$ cat config.mk
export PLATFORM = sky130hd
export DESIGN_NAME = nibble_dualreg_slave
export DESIGN_NICKNAME = d
export VERILOG_FILES = /design/src/rtl/ndr_pkg.sv /design/src/rtl/ndr_redirect.sv /design/src/rtl/ndr_unit.sv /design/src/rtl/nibble_dualreg_slave.sv
export SDC_FILE = /design/constraint.sdc
export NUM_CORES = 1
export LEC_CHECK = 0
export BUFFER_PORTS_ARGS = -buffer_cell sky130_fd_sc_hd__buf_4
export CORE_UTILIZATION = 50
export DETAILED_ROUTE_END_ITERATION = 12
export GPL_TIMING_DRIVEN = 1
export PLACE_DENSITY = 0.81
export SKIP_CTS_REPAIR_TIMING = 1
export SLEW_MARGIN = 40
export SYNTH_ARGS = -nofsm -noshare
export SYNTH_HDL_FRONTEND = slang
export SYNTH_SLANG_ARGS = --single-unit
$ cat constraint.sdc
create_clock -name clk -period 2.53 [get_ports clk]
set_input_delay 0.3795 -clock clk [delete_from_list [all_inputs] [get_ports clk]]
set_output_delay 0.3795 -clock clk [all_outputs]
set_load 0.05 [all_outputs]
$ cat src/rtl/ndr_pkg.sv
package ndr_pkg;
  localparam int NIB_W = 4;

  typedef logic [NIB_W-1:0] nib_t;

  typedef struct packed {
    logic armed;
    nib_t target;
    logic phase;
  } redir_t;
endpackage

$ cat src/rtl/ndr_redirect.sv
module ndr_redirect
  import ndr_pkg::*;
(
  input  logic clk,
  input  logic rst_n,
  input  logic acc_vld,
  input  logic acc_wr,
  input  nib_t acc_addr,
  input  nib_t acc_wdata,
  input  logic sw_hit,
  input  logic tgt_aux,
  input  logic tgt_byte,
  output logic aux_sel,
  output logic nib_hi
);
  redir_t st_q, st_d;

  always_comb begin
    aux_sel = st_q.armed && (st_q.target == acc_addr) && tgt_aux && !sw_hit;
    // writes go low then high, reads go high then low
    nib_hi  = tgt_byte && (acc_wr ? st_q.phase : !st_q.phase);
    st_d    = st_q;
    if (acc_vld) begin
      if (sw_hit) begin
        if (acc_wr) begin
          st_d.armed  = 1'b1;
          st_d.target = acc_wdata;
          st_d.phase  = 1'b0;
        end
      end else if (aux_sel && tgt_byte && !st_q.phase) begin
        st_d.phase = 1'b1;
      end else begin
        st_d = '0;
      end
    end
  end

  always_ff @(posedge clk or negedge rst_n) begin
    if (!rst_n) st_q <= '0;
    else        st_q <= st_d;
  end


  arm_on_switch_chk: assert property (@(posedge clk) disable iff (!rst_n)
    (acc_vld && acc_wr && sw_hit) |=> (st_q.armed && st_q.target == $past(acc_wdata)));


  clear_on_other_chk: assert property (@(posedge clk) disable iff (!rst_n)
    (acc_vld && !sw_hit && !aux_sel) |=> !st_q.armed);


  byte_hold_chk: assert property (@(posedge clk) disable iff (!rst_n)
    (acc_vld && aux_sel && tgt_byte && !st_q.phase) |=> (st_q.armed && st_q.phase));


  nibble_done_chk: assert property (@(posedge clk) disable iff (!rst_n)
    (acc_vld && aux_sel && !tgt_byte) |=> !st_q.armed);
endmodule

$ cat src/rtl/ndr_unit.sv
module ndr_unit
  import ndr_pkg::*;
#(
  parameter bit HAS_AUX  = 1'b1,
  parameter bit AUX_BYTE = 1'b0
) (
  input  logic               clk,
  input  logic               rst_n,
  input  logic               sel,
  input  logic               wr,
  input  logic               aux,
  input  logic               nib_hi,
  input  nib_t               wdata,
  output nib_t               prim_q,
  output logic [2*NIB_W-1:0] aux_q,
  output nib_t               rd_nib
);
  always_ff @(posedge clk or negedge rst_n) begin
    if (!rst_n)                 prim_q <= '0;
    else if (sel && wr && !aux) prim_q <= wdata;
  end

  generate
    if (!HAS_AUX) begin : g_single
      logic unused_ctl;
      assign unused_ctl = aux ^ nib_hi;
      assign aux_q      = '0;
      assign rd_nib     = prim_q;
    end else if (AUX_BYTE) begin : g_byte
      logic [2*NIB_W-1:0] byte_q;
      always_ff @(posedge clk or negedge rst_n) begin
        if (!rst_n) byte_q <= '0;
        else if (sel && wr && aux) begin
          if (nib_hi) byte_q[2*NIB_W-1:NIB_W] <= wdata;
          else        byte_q[NIB_W-1:0]       <= wdata;
        end
      end
      assign aux_q  = byte_q;
      assign rd_nib = !aux ? prim_q :
                      (nib_hi ? byte_q[2*NIB_W-1:NIB_W] : byte_q[NIB_W-1:0]);


      aux_hi_write_chk: assert property (@(posedge clk) disable iff (!rst_n)
        (sel && wr && aux && nib_hi) |=> (byte_q[2*NIB_W-1:NIB_W] == $past(wdata)));
    end else begin : g_nib
      nib_t lo_q;
      logic unused_hi;
      assign unused_hi = nib_hi;
      always_ff @(posedge clk or negedge rst_n) begin
        if (!rst_n)                lo_q <= '0;
        else if (sel && wr && aux) lo_q <= wdata;
      end
      assign aux_q  = {{NIB_W{1'b0}}, lo_q};
      assign rd_nib = aux ? lo_q : prim_q;
    end
  endgenerate


  prim_write_chk: assert property (@(posedge clk) disable iff (!rst_n)
    (sel && wr && !aux) |=> (prim_q == $past(wdata)));


  prim_kept_chk: assert property (@(posedge clk) disable iff (!rst_n)
    (sel && aux) |=> $stable(prim_q));
endmodule

$ cat src/rtl/nibble_dualreg_slave.sv
module nibble_dualreg_slave
  import ndr_pkg::*;
#(
  parameter int              NMOD      = 3,
  parameter logic [3:0]      MOD_BASE  = 4'h1,
  parameter logic [3:0]      SW_ADDR   = 4'hF,
  parameter logic [NMOD-1:0] AUX_MASK  = 3'b110,
  parameter logic [NMOD-1:0] BYTE_MASK = 3'b100
) (
  input  logic                    clk,
  input  logic                    rst_n,
  input  logic                    bus_vld,
  output logic                    bus_rdy,
  input  logic                    bus_wr,
  input  logic [NIB_W-1:0]        bus_addr,
  input  logic [NIB_W-1:0]        bus_wdata,
  output logic                    rd_vld,
  output logic [NIB_W-1:0]        rd_data,
  output logic [NIB_W*NMOD-1:0]   prim_q,
  output logic [2*NIB_W*NMOD-1:0] aux_q
);
  localparam int AUX_W = 2 * NIB_W;

  logic [NMOD-1:0] hit;
  logic            sw_hit, mapped, tgt_aux, tgt_byte;
  logic            aux_sel, nib_hi;
  nib_t            rd_all [NMOD];
  nib_t            rd_mux;

  assign bus_rdy = 1'b1;
  assign sw_hit  = (bus_addr == SW_ADDR);

  for (genvar i = 0; i < NMOD; i++) begin : g_dec
    assign hit[i] = !sw_hit && (bus_addr == nib_t'(MOD_BASE + i));
  end

  assign mapped = |hit;

  always_comb begin
    tgt_aux  = 1'b0;
    tgt_byte = 1'b0;
    rd_mux   = '0;
    for (int i = 0; i < NMOD; i++) begin
      if (hit[i]) begin
        tgt_aux  = AUX_MASK[i];
        tgt_byte = BYTE_MASK[i];
        rd_mux   = rd_all[i];
      end
    end
  end

  ndr_redirect u_redirect (
    .clk      (clk),
    .rst_n    (rst_n),
    .acc_vld  (bus_vld),
    .acc_wr   (bus_wr),
    .acc_addr (bus_addr),
    .acc_wdata(bus_wdata),
    .sw_hit   (sw_hit),
    .tgt_aux  (tgt_aux),
    .tgt_byte (tgt_byte),
    .aux_sel  (aux_sel),
    .nib_hi   (nib_hi)
  );

  for (genvar i = 0; i < NMOD; i++) begin : g_unit
    ndr_unit #(
      .HAS_AUX (AUX_MASK[i]),
      .AUX_BYTE(BYTE_MASK[i])
    ) u_unit (
      .clk   (clk),
      .rst_n (rst_n),
      .sel   (bus_vld && hit[i]),
      .wr    (bus_wr),
      .aux   (aux_sel),
      .nib_hi(nib_hi),
      .wdata (bus_wdata),
      .prim_q(prim_q[NIB_W*i +: NIB_W]),
      .aux_q (aux_q[AUX_W*i +: AUX_W]),
      .rd_nib(rd_all[i])
    );
  end

  always_ff @(posedge clk or negedge rst_n) begin
    if (!rst_n) begin
      rd_vld  <= 1'b0;
      rd_data <= '0;
    end else if (bus_vld && !bus_wr && mapped) begin
      rd_vld  <= 1'b1;
      rd_data <= rd_mux;
    end else begin
      rd_vld  <= 1'b0;
      rd_data <= '0;
    end
  end


  rd_source_chk: assert property (@(posedge clk) disable iff (!rst_n)
    rd_vld |-> $past(bus_vld && !bus_wr && mapped));


  rd_quiet_chk: assert property (@(posedge clk) disable iff (!rst_n)
    !rd_vld |-> (rd_data == '0));
endmodule

# Word-level counts from Yosys, hierarchy flattened
# Cells that the tools add are included.
# totals
elab_cells	66
out_inout_bits	42
inputBits	12
regBits	35
# classes
mux	16
bitwise	1
eq_ne	7
n_reduce_logical	31
# ops
operator	count
2-to-1 mux 4 bit	7
logical AND 1 bit	22
2-to-1 mux 6 bit	2
== test 4 x 2 -> 1 bit (second input constant)	2
2-to-1 mux 1 bit	6
AND reduction 2 bit	3
2-to-1 mux 5 bit	1
== test 4 x 1 -> 1 bit (second input constant)	1
== test 4 bit	1
== test 4 bit (second input constant)	1
zero test 1 bit	4
AND reduction 3 bit	1
OR reduction 3 bit	1
inequality test 2 x 1 -> 1 bit (second input constant)	1
inequality test 2 bit (second input constant)	1
inverter 1 bit	1

# Logic depth before layout (Yosys ltp)
# Gate-level depths: netlist (run 1).
# depth
depth_word	11
depth_mapped	7

# Cells and area by module
# Synthesis (run 1) repeated with hierarchy kept, for this count alone.
# hier_totals
cells_unflattened	165
hier_area_um2	1928.1
# modules_own_cells
mod	seq_area_each_um2	area_each_um2	instances	cells_per_inst
ndr_unit at g_unit[2].u_unit	300.3	573.0	1	41
ndr_unit at g_unit[1].u_unit	200.2	399.1	1	27
ndr_redirect	150.1	371.6	1	37
nibble_dualreg_slave	125.1	310.3	1	38
ndr_unit at g_unit[0].u_unit	100.1	274.0	1	22

# Worst setup path after synthesis (run 1)
# OpenSTA, ideal clock, no wires.
# synth_path
path_type	input-to-reg
from	in bus_addr[3]
to	reg rd_data[2]
t_required_ns	2.419
setup_ns	0.111
stages	6
t_arrival_ns	1.850
path_slack_ns	0.568
path_cell_list	buf_6 xor2_4 or4_1 buf_2 a211o_1 a2111oi_2
# synth_via
elab_chain_cells	11
elab_cells_between_ends	25
classes_between	eq/ne: 5; mux: 10; reduce/logical: 10
# synth_rtl
element	line	text
start: declaration	nibble_dualreg_slave.sv:15	input logic [NIB_W-1:0] bus_addr,
== test 4 bit	nibble_dualreg_slave.sv:31	assign sw_hit = (bus_addr == SW_ADDR);
zero test 1 bit	ndr_redirect.sv:19, nibble_dualreg_slave.sv:34	
logical AND 1 bit	nibble_dualreg_slave.sv:34	assign hit[i] = !sw_hit && (bus_addr == nib_t'(MOD_BASE + i));
2-to-1 mux 1 bit (2 in a row)	nibble_dualreg_slave.sv:44	if (hit[i]) begin
logical AND 1 bit (2 in a row)	ndr_redirect.sv:19	aux_sel = st_q.armed && (st_q.target == acc_addr) && tgt_aux && !sw_hit;
2-to-1 mux 4 bit	ndr_unit.sv:54	assign rd_nib = aux ? lo_q : prim_q;
2-to-1 mux 4 bit (2 in a row)	nibble_dualreg_slave.sv:44	
2-to-1 mux 4 bit (*)	nibble_dualreg_slave.sv:88	end else if (bus_vld && !bus_wr && mapped) begin
end signal: assignment	nibble_dualreg_slave.sv:90	rd_data <= rd_mux;
end: declaration	nibble_dualreg_slave.sv:18	output logic [NIB_W-1:0] rd_data,
# Every way passes the cells marked *; elsewhere a longest branch is shown, timed or not.
# A chain may end at the register's enable or synchronous reset.

# Worst setup path in the final report (run 1)
# layout_path
from	reg u_redirect.st_q[4] in the netlist's numbering
to	reg rd_data[2]
# layout_via
elab_chain_cells	8
elab_cells_between_ends	9
classes_between	eq/ne: 1; mux: 5; reduce/logical: 3
# layout_rtl
element	line	text
start: declaration	ndr_redirect.sv:16	redir_t st_q, st_d;
start signal: assignment	ndr_redirect.sv:40	else st_q <= st_d;
== test 4 bit (*)	ndr_redirect.sv:19	
logical AND 1 bit (*) (3 in a row)	ndr_redirect.sv:19	
2-to-1 mux 4 bit	ndr_unit.sv:54	
2-to-1 mux 4 bit	nibble_dualreg_slave.sv:44	
2-to-1 mux 4 bit (*)	nibble_dualreg_slave.sv:44	
2-to-1 mux 4 bit (*)	nibble_dualreg_slave.sv:88	
# Marked as above.

==> results of run 1 <==
==> power breakdown <==
group,switching [mW],internal [mW]
combinational,0.265,0.108
sequential,0.0398,0.602
clock,0.183,0.288
total,0.487,0.998
==> path summary, 6_finish.rpt <==
check                                                        from                                      to  slack, ns  cells past startpoint
max                                u_redirect.st_q[4]$_DFFE_PN0P_                    rd_data[2]$_DFF_PN0_       0.30                      4
min                                                         rst_n   g_unit[2].u_unit.aux_q[5]$_DFFE_PN0P_       0.04                      1
max reg2reg                        u_redirect.st_q[4]$_DFFE_PN0P_                    rd_data[2]$_DFF_PN0_       0.30                      4
min reg2reg                g_unit[2].u_unit.prim_q[2]$_DFFE_PN0P_  g_unit[2].u_unit.prim_q[2]$_DFFE_PN0P_       0.54                      1
max in group asynchronous                                   rst_n  g_unit[0].u_unit.prim_q[2]$_DFFE_PN0P_       2.19                      1
min in group clk                                     bus_wdata[2]          u_redirect.st_q[3]$_DFFE_PN0P_       0.40                      3
==> per-stage QoR <==
step	utilization	worst slack [ns]	hold WS, ns
after floorplan	-	0.568	0.0839
after global placement	0.620	0.346	0.340
after detailed placement	0.620	0.276	0.351
after CTS	0.650	0.316	0.0412
after global routing	0.650	0.161	0.0573
final	0.650	0.302	0.0359
==> final cells by class <==
| class | count | area, um2 |
|---|---|---|
| clock buffers | 6 | 72.6 |
| clock inverters | 1 | 30.0 |
| fillers | 262 | 1210 |
| inverters | 6 | 22.5 |
| multi-input cells | 110 | 880 |
| flip-flops and latches | 35 | 876 |
| well taps | 46 | 57.6 |
| repair buffers | 42 | 315 |
==> metal layers <==
layer,vias to the layer above,part of all wire,routed length [um],GRT usage
li1,632,-,-,-
met1,690,0.42,1800,0.304
met2,80,0.50,2140,0.379
met3,10,0.062,269,0.0562
met4,0,0.022,97,0.111
met5,-,0,0,0
==> kinds of logic (layout without fill, tap and decap cells) <==
kind of cell / Yosys count / in the layout / share of synthesized area
AO/OA/AOI/OAI: 25 / 25 / 0.101
XOR/XNOR: 5 / 5 / 0.0371
buffers and inverters: 27 / 55 / 0.0933
flip-flops: 35 / 35 / 0.463
multiplexers: 29 / 29 / 0.170
other: 2 / 13 / 0.00397
AND/OR/NAND/NOR: 38 / 38 / 0.132
==> state kept, by name, indices dropped and copies added (netlist names) <==
signal / count
rd_data: 4
u_redirect.st_q: 6
g_unit.u_unit.g_nib.lo_q: 4
g_unit.u_unit.aux_q: 8
rd_vld: 1
g_unit.u_unit.prim_q: 12
==> placed cells by master (no fill, tap or decap), drive strengths merged, types with 3 or more instances in the layout <==
cell type  count
buf           42
dfrtp         35
mux2          25
conb          13
nand3         11
nand2          9
inv            6
clkbuf         6
o21ai          5
a31oi          5
a211o          4
mux2i          4
xor2           4
nor2           3
o211ai         3
a32oi          3
==> metrics.txt, run 1 <==
# TYPE chip_impl_metric gauge
chip_impl_info{name="outcome",value="finished, final reports clean"} 1
chip_impl_info{name="synthTopCellsByCount",value="sky130_fd_sc_hd__dfrtp_1, sky130_fd_sc_hd__mux2_2, sky130_fd_sc_hd__buf_4"} 1
chip_impl_metric{name="synth.ff_latch_count",unit=""} 35
chip_impl_metric{name="pin_count",unit=""} 54
chip_impl_info{name="critPathCaptureType",value="register"} 1
chip_impl_metric{name="totalWireLength",unit="um"} 4310
chip_impl_metric{name="floorplan.initialDensity",unit=""} 0.545
chip_impl_metric{name="worst-path-max-fanout",unit=""} 14
chip_impl_metric{name="synth_instances",unit=""} 161
chip_impl_metric{name="placed_instance_count",unit=""} 239
chip_impl_metric{name="setup_viol",unit=""} 0
chip_impl_metric{name="ys_async_sr_fraction",unit=""} 1.00
chip_impl_metric{name="final.setup.tns",unit="ns"} 0
chip_impl_metric{name="worst_ep_required",unit="ns"} 2.70
chip_impl_metric{name="drv_slew",unit=""} 0
chip_impl_metric{name="dr.first_iter.drc_count",unit=""} 91
chip_impl_metric{name="clock-skew-final",unit="ns"} 0.00707
chip_impl_info{name="start_kind",value="register"} 1
chip_impl_metric{name="static-leakage-power",unit="nW"} 1.05
chip_impl_metric{name="fp.dieH",unit="um"} 63.5
chip_impl_metric{name="routed_via_density",unit=""} 5.74
chip_impl_metric{name="ys_seq_area_frac",unit=""} 0.463
chip_impl_metric{name="synth_area_per_cell",unit="um2"} 11.7
chip_impl_info{name="tritoncts_clock_tree",value="done"} 1
chip_impl_metric{name="globalRouteTotalUtil",unit=""} 0.238
chip_impl_metric{name="max_clock_freq",unit="GHz"} 0.449
chip_impl_info{name="post_synth_main_area_contributors",value="sky130_fd_sc_hd__dfrtp_1, sky130_fd_sc_hd__mux2_2, sky130_fd_sc_hd__buf_4"} 1
chip_impl_info{name="crit_path_top_delay_cell",value="sky130_fd_sc_hd__or4_1"} 1
chip_impl_metric{name="final_hpwl_from_detailed_placement",unit="um"} 3230
chip_impl_metric{name="antenna_found_initial",unit=""} 0
chip_impl_metric{name="cts_buffers",unit=""} 5
chip_impl_metric{name="num_antenna_cells",unit=""} 0
chip_impl_metric{name="powerDensity",unit="mW/mm2"} 659
chip_impl_metric{name="worst-slew-pin-transition",unit="ns"} 0.549
chip_impl_metric{name="synthesis.yosys.warnings",unit=""} 0
chip_impl_metric{name="final_area",unit="mm2"} 0.00225
chip_impl_metric{name="clock_sinks",unit=""} 35
chip_impl_metric{name="first_global_vias",unit=""} 1381
chip_impl_metric{name="grt_start_max_net_pins",unit=""} 36
chip_impl_info{name="hold_path.class",value="in -> async"} 1
chip_impl_metric{name="clock_tree.buffer_depth",unit=""} 2
chip_impl_info{name="ordered_cell_list_for_the_critical_path",value="xor2_4 -> or4_1 -> a211o_1 -> a2111oi_2"} 1
chip_impl_metric{name="cpPeakStageDelay",unit="ns"} 0.76
chip_impl_info{name="critical-path-top-delay-family",value="simple AND/OR/NAND/NOR gates"} 1
chip_impl_metric{name="finalNonFillerCells",unit=""} 246
chip_impl_metric{name="area_growth_syn_to_layout",unit="%"} 19.2
chip_impl_metric{name="fin_crit",unit="ns"} 2.23
chip_impl_metric{name="fp.dieArea",unit="mm2"} 0.00403
chip_impl_metric{name="cp.arrival",unit="ns"} 2.40
chip_impl_metric{name="timing.slew.headroom",unit=""} 0.631
chip_impl_metric{name="vias",unit=""} 1412
chip_impl_metric{name="report.final.hold_viol_count",unit=""} 0
chip_impl_metric{name="finish.net_count",unit=""} 212
chip_impl_metric{name="wire_per_inst",unit="um"} 17.5
chip_impl_metric{name="critical_path_buf_inv_count",unit=""} 0
chip_impl_metric{name="clk_latency",unit="ns"} 0.29
chip_impl_metric{name="io_buffer_count",unit=""} 40
chip_impl_metric{name="placedInstanceArea",unit="mm2"} 0.00215
chip_impl_info{name="grt_setup_unrepaired",value="no"} 1
chip_impl_metric{name="detail_route.first_pass.iterations",unit=""} 4
chip_impl_metric{name="synth_top_area_share",unit=""} 0.463
chip_impl_metric{name="die-width",unit="um"} 63.5
chip_impl_metric{name="ant_nets",unit=""} 0
chip_impl_metric{name="synth_edf_count",unit=""} 0
chip_impl_info{name="timing.setup.critical_path_class",value="reg -> reg"} 1
chip_impl_metric{name="place_congestion",unit=""} 0.852
chip_impl_metric{name="max_cap_violations",unit=""} 0
chip_impl_metric{name="standard_cell_row_count",unit=""} 21
chip_impl_info{name="dominant_synthesized_flop_cell",value="sky130_fd_sc_hd__dfrtp_1"} 1
chip_impl_info{name="most_numerous_cell_in_the_yosys_netlist",value="sky130_fd_sc_hd__dfrtp_1"} 1
chip_impl_metric{name="grt-ovfl-total",unit=""} 0
chip_impl_metric{name="drive_gt1_frac",unit=""} 0.420
chip_impl_metric{name="final_period_util",unit=""} 0.881
chip_impl_metric{name="netlist-cell-type-count",unit=""} 39
chip_impl_info{name="synth_top_cell_by_area",value="sky130_fd_sc_hd__dfrtp_1"} 1
chip_impl_info{name="cell_chosen_for_the_clock_root",value="sky130_fd_sc_hd__clkbuf_8"} 1
chip_impl_metric{name="clock_tree.htree_level_count",unit=""} 2
chip_impl_metric{name="number_of_remaining_drc_errors",unit=""} 0
chip_impl_metric{name="grt_pass1_wl",unit="um"} 7020
chip_impl_metric{name="ir_drop",unit="V"} 0.000507
chip_impl_metric{name="placeableCoreArea",unit="mm2"} 0.00347
chip_impl_metric{name="fin_total_pwr",unit="mW"} 1.48
chip_impl_metric{name="post_synth_instance_area",unit="mm2"} 0.00189
chip_impl_metric{name="clk_pin_slew",unit="ns"} 0.06
Power figures use the tool's default switching activity.
==> inputs of run 2 (changes only) <==
- ABC_AREA: unset -> 1
==> metrics.txt, run 2 <==
# TYPE chip_impl_metric gauge
chip_impl_metric{name="first_global_vias",unit=""} 1433
chip_impl_metric{name="worst_r2r_path_depth",unit=""} 6
chip_impl_info{name="setup.worst_path.start",value="u_redirect.st_q[4]$_DFFE_PN0P_"} 1
chip_impl_info{name="synth_top_family_by_area",value="simple AND/OR/NAND/NOR gates"} 1
chip_impl_metric{name="wire_per_inst",unit="um"} 12.0
chip_impl_info{name="start_kind",value="register"} 1
chip_impl_metric{name="antenna_found_initial",unit=""} 0
chip_impl_info{name="hold_path.class",value="in -> async"} 1
chip_impl_metric{name="cpPeakStageDelay",unit="ns"} 0.61
chip_impl_info{name="ordered_cell_list_for_the_critical_path",value="nand2_1 -> nand2_1 -> nor2_1 -> nand3_2 -> o21bai_1 -> o21ai_0"} 1
chip_impl_metric{name="fp.dieH",unit="um"} 63.5
chip_impl_metric{name="max_clock_freq",unit="GHz"} 0.526
chip_impl_metric{name="fin_crit",unit="ns"} 1.90
chip_impl_metric{name="io_buffer_count",unit=""} 40
chip_impl_info{name="synth_top_cell_by_area",value="sky130_fd_sc_hd__dfrtp_1"} 1
chip_impl_metric{name="ys_seq_area_frac",unit=""} 0.464
chip_impl_info{name="grt_setup_unrepaired",value="no"} 1
chip_impl_info{name="outcome",value="finished, final reports clean"} 1
chip_impl_metric{name="critical_path_buf_inv_count",unit=""} 0
chip_impl_info{name="timing.setup.critical_path_class",value="reg -> reg"} 1
chip_impl_metric{name="cp.arrival",unit="ns"} 2.04
chip_impl_metric{name="ant_nets",unit=""} 0
chip_impl_metric{name="cts_buffers",unit=""} 5
chip_impl_metric{name="clk_pin_slew",unit="ns"} 0.07
chip_impl_metric{name="setup_viol",unit=""} 0
chip_impl_metric{name="synth_instances",unit=""} 241
chip_impl_metric{name="worst-path-max-fanout",unit=""} 11
chip_impl_metric{name="globalRouteTotalUtil",unit=""} 0.223
chip_impl_metric{name="timing.slew.headroom",unit=""} 0.562
chip_impl_metric{name="num_antenna_cells",unit=""} 0
chip_impl_metric{name="clk_latency",unit="ns"} 0.29
chip_impl_metric{name="grt-ovfl-total",unit=""} 0
chip_impl_metric{name="number_of_remaining_drc_errors",unit=""} 0
chip_impl_metric{name="vias",unit=""} 1599
chip_impl_metric{name="dr.first_iter.drc_count",unit=""} 65
chip_impl_metric{name="static-leakage-power",unit="nW"} 1.21
chip_impl_metric{name="post_synth_instance_area",unit="mm2"} 0.00189
chip_impl_metric{name="clock_tree.htree_level_count",unit=""} 2
chip_impl_metric{name="synth_edf_count",unit=""} 0
chip_impl_metric{name="grt_start_max_net_pins",unit=""} 36
chip_impl_metric{name="synth_compound_gate_area_share",unit=""} 0.117
chip_impl_metric{name="max_cap_violations",unit=""} 0
chip_impl_metric{name="netlist-cell-type-count",unit=""} 26
chip_impl_metric{name="power.clock.fraction",unit=""} 0.307
chip_impl_info{name="cell_chosen_for_the_clock_root",value="sky130_fd_sc_hd__clkbuf_8"} 1
chip_impl_metric{name="final_hpwl_from_detailed_placement",unit="um"} 2920
chip_impl_metric{name="placeableCoreArea",unit="mm2"} 0.00347
chip_impl_metric{name="finish.net_count",unit=""} 296
chip_impl_metric{name="totalWireLength",unit="um"} 3980
chip_impl_metric{name="largest_register_ff_count",unit=""} 12
chip_impl_metric{name="sequentialPowerShare",unit=""} 0.446
chip_impl_metric{name="detail_route.first_pass.iterations",unit=""} 5
chip_impl_info{name="critical-path-top-cell-by-count",value="sky130_fd_sc_hd__nand2_1"} 1
chip_impl_metric{name="drv_slew",unit=""} 0
chip_impl_metric{name="postLayoutSetupSlackWorst",unit="ns"} 0.630
chip_impl_metric{name="synthMuxAreaShare",unit=""} 0
chip_impl_metric{name="fraction_of_synthesized_cell_area_in_xor_and_xnor_cells",unit=""} 0
chip_impl_info{name="reg2reg_from",value="u_redirect.st_q[4]$_DFFE_PN0P_"} 1
chip_impl_metric{name="ys_async_sr_fraction",unit=""} 1.00
chip_impl_metric{name="powerDensity",unit="mW/mm2"} 625
chip_impl_info{name="crit_end",value="u_redirect.st_q[5]$_DFFE_PN0P_"} 1
chip_impl_metric{name="worst_ep_required",unit="ns"} 2.67
chip_impl_metric{name="fp.dieArea",unit="mm2"} 0.00403
chip_impl_metric{name="area_growth_syn_to_layout",unit="%"} 20.4
chip_impl_metric{name="comb_power_share",unit=""} 0.247
chip_impl_info{name="tritoncts_clock_tree",value="done"} 1
chip_impl_metric{name="final_area",unit="mm2"} 0.00227
chip_impl_metric{name="final.setup.tns",unit="ns"} 0
chip_impl_metric{name="path_depth",unit=""} 6
chip_impl_metric{name="power_switching",unit="mW"} 0.486
chip_impl_metric{name="synth_fa_ha_area_frac",unit=""} 0
chip_impl_metric{name="synth_simple_gate_area_share",unit=""} 0.282
chip_impl_metric{name="pin_count",unit=""} 54
chip_impl_metric{name="clock_sinks",unit=""} 35
chip_impl_metric{name="ir_drop",unit="V"} 0.000456
chip_impl_info{name="most_numerous_cell_in_the_yosys_netlist",value="sky130_fd_sc_hd__nand2_1"} 1
chip_impl_info{name="reg2reg_to",value="u_redirect.st_q[5]$_DFFE_PN0P_"} 1
chip_impl_metric{name="grt_pass1_wl",unit="um"} 6760
chip_impl_metric{name="clock_tree.buffer_depth",unit=""} 2
chip_impl_info{name="layout_commonest_cell",value="sky130_fd_sc_hd__nand2_1"} 1
chip_impl_metric{name="pre_cts_slack",unit="ns"} 0.502
chip_impl_info{name="register_with_the_most_flip_flops",value="g_unit.u_unit.prim_q"} 1
chip_impl_metric{name="synth_top_area_share",unit=""} 0.464
chip_impl_metric{name="worst-slew-pin-transition",unit="ns"} 0.655
chip_impl_metric{name="clock-skew-final",unit="ns"} 0.00319
chip_impl_metric{name="placedInstanceArea",unit="mm2"} 0.00217
chip_impl_info{name="layout.cells.most_common_list",value="sky130_fd_sc_hd__nand2_1, sky130_fd_sc_hd__buf_4, sky130_fd_sc_hd__dfrtp_1, sky130_fd_sc_hd__inv_1, sky130_fd_sc_hd__o21ai_0"} 1
chip_impl_metric{name="power_switching_share",unit=""} 0.342
chip_impl_metric{name="synth_area_per_cell",unit="um2"} 7.84
chip_impl_metric{name="final_period_util",unit=""} 0.751
chip_impl_info{name="crit_path_top_delay_cell",value="sky130_fd_sc_hd__o21bai_1"} 1
chip_impl_info{name="dominant_synthesized_flop_cell",value="sky130_fd_sc_hd__dfrtp_1"} 1
chip_impl_info{name="synthTopCellsByCount",value="sky130_fd_sc_hd__nand2_1, sky130_fd_sc_hd__dfrtp_1, sky130_fd_sc_hd__inv_1"} 1
chip_impl_metric{name="standard_cell_row_count",unit=""} 21
chip_impl_metric{name="reg2reg_slack",unit="ns"} 0.63
chip_impl_metric{name="synthesis.yosys.warnings",unit=""} 0
chip_impl_metric{name="die-width",unit="um"} 63.5
chip_impl_metric{name="synth.ff_latch_count",unit=""} 35
chip_impl_metric{name="cellInternalPower",unit="mW"} 0.936
chip_impl_info{name="post_synth_main_area_contributors",value="sky130_fd_sc_hd__dfrtp_1, sky130_fd_sc_hd__nand2_1, sky130_fd_sc_hd__inv_1"} 1
chip_impl_metric{name="routed_via_density",unit=""} 4.83
chip_impl_info{name="critical-path-top-delay-family",value="compound AO/OA/AOI/OAI gates"} 1
chip_impl_info{name="critPathCaptureType",value="register"} 1
chip_impl_metric{name="fillers",unit=""} 315
chip_impl_metric{name="report.final.hold_viol_count",unit=""} 0
chip_impl_metric{name="floorplan.initialDensity",unit=""} 0.545
chip_impl_metric{name="place_congestion",unit=""} 0.871
chip_impl_metric{name="drive_gt1_frac",unit=""} 0.221
-- run 2: cell types whose count changed after synthesis, sizes merged, moves of 5 or more --
cell   change
a21oi      +5
inv       +30
mux2      -25
nand2     +75
nor2       +8
o21ai     +25
-- run 2: worst min path at each step --
stage,to,slack (ns),depth (start not counted)
2_1_floorplan,g_unit[0].u_unit.prim_q[0]$_DFFE_PN0P_,0.08,0
3_3_place_gp,g_unit[1].u_unit.g_nib.lo_q[3]$_DFFE_PN0P_,0.35,1
3_5_place_dp,g_unit[1].u_unit.g_nib.lo_q[0]$_DFFE_PN0P_,0.35,1
4_1_cts,g_unit[0].u_unit.prim_q[0]$_DFFE_PN0P_,0.04,1
5_1_grt,g_unit[2].u_unit.aux_q[6]$_DFFE_PN0P_,0.06,1
6_report,g_unit[2].u_unit.aux_q[4]$_DFFE_PN0P_,0.03,1
-- run 2: through the flow --
stage,total power [mW],cells,util,hold WS [ns]
2_1_floorplan,0.898,252,-,0.0839
3_3_place_gp,0.991,323,0.627,0.351
3_5_place_dp,0.995,323,0.627,0.353
4_1_cts,1.43,331,0.656,0.0382
5_1_grt,1.49,331,0.656,0.0551
6_report,1.42,331,0.656,0.0345
-- run 2: power groups by stage --
stage / Sequential (mW) / Clock [mW] / Combinational (mW)
2_1_floorplan: 0.764 / 0 / 0.134
3_3_place_gp: 0.644 / 0 / 0.347
3_5_place_dp: 0.643 / 0 / 0.352
4_1_cts: 0.633 / 0.444 / 0.353
5_1_grt: 0.639 / 0.475 / 0.377
6_report: 0.634 / 0.436 / 0.352
-- run 2: final cells by class --
type / count / area, um2 / share of cell area
Sequential cell: 35 / 876 / 0.385
Inverter: 36 / 138 / 0.0605
Timing Repair Buffer: 40 / 300 / 0.132
Multi-Input combinational cell: 166 / 803 / 0.353
Tap cell: 46 / 57.6 / 0.0253
Clock buffer: 8 / 100 / 0.0440
-- run 2: cell families (layout without fill, tap and decap cells) --
group / Yosys count / count (layout)
other: 2 / 13
DFF: 35 / 35
buffers and inverters: 51 / 84
AOI/OAI and AO/OA: 40 / 40
and+or+nand+nor: 113 / 113
-- run 2: layer usage --
| metal | track usage | part of all wire |
|---|---|---|
| met1 | 0.290 | 0.46 |
| met2 | 0.352 | 0.46 |
| met3 | 0.0616 | 0.061 |
| met4 | 0.0852 | 0.015 |
| met5 | 0 | 0 |
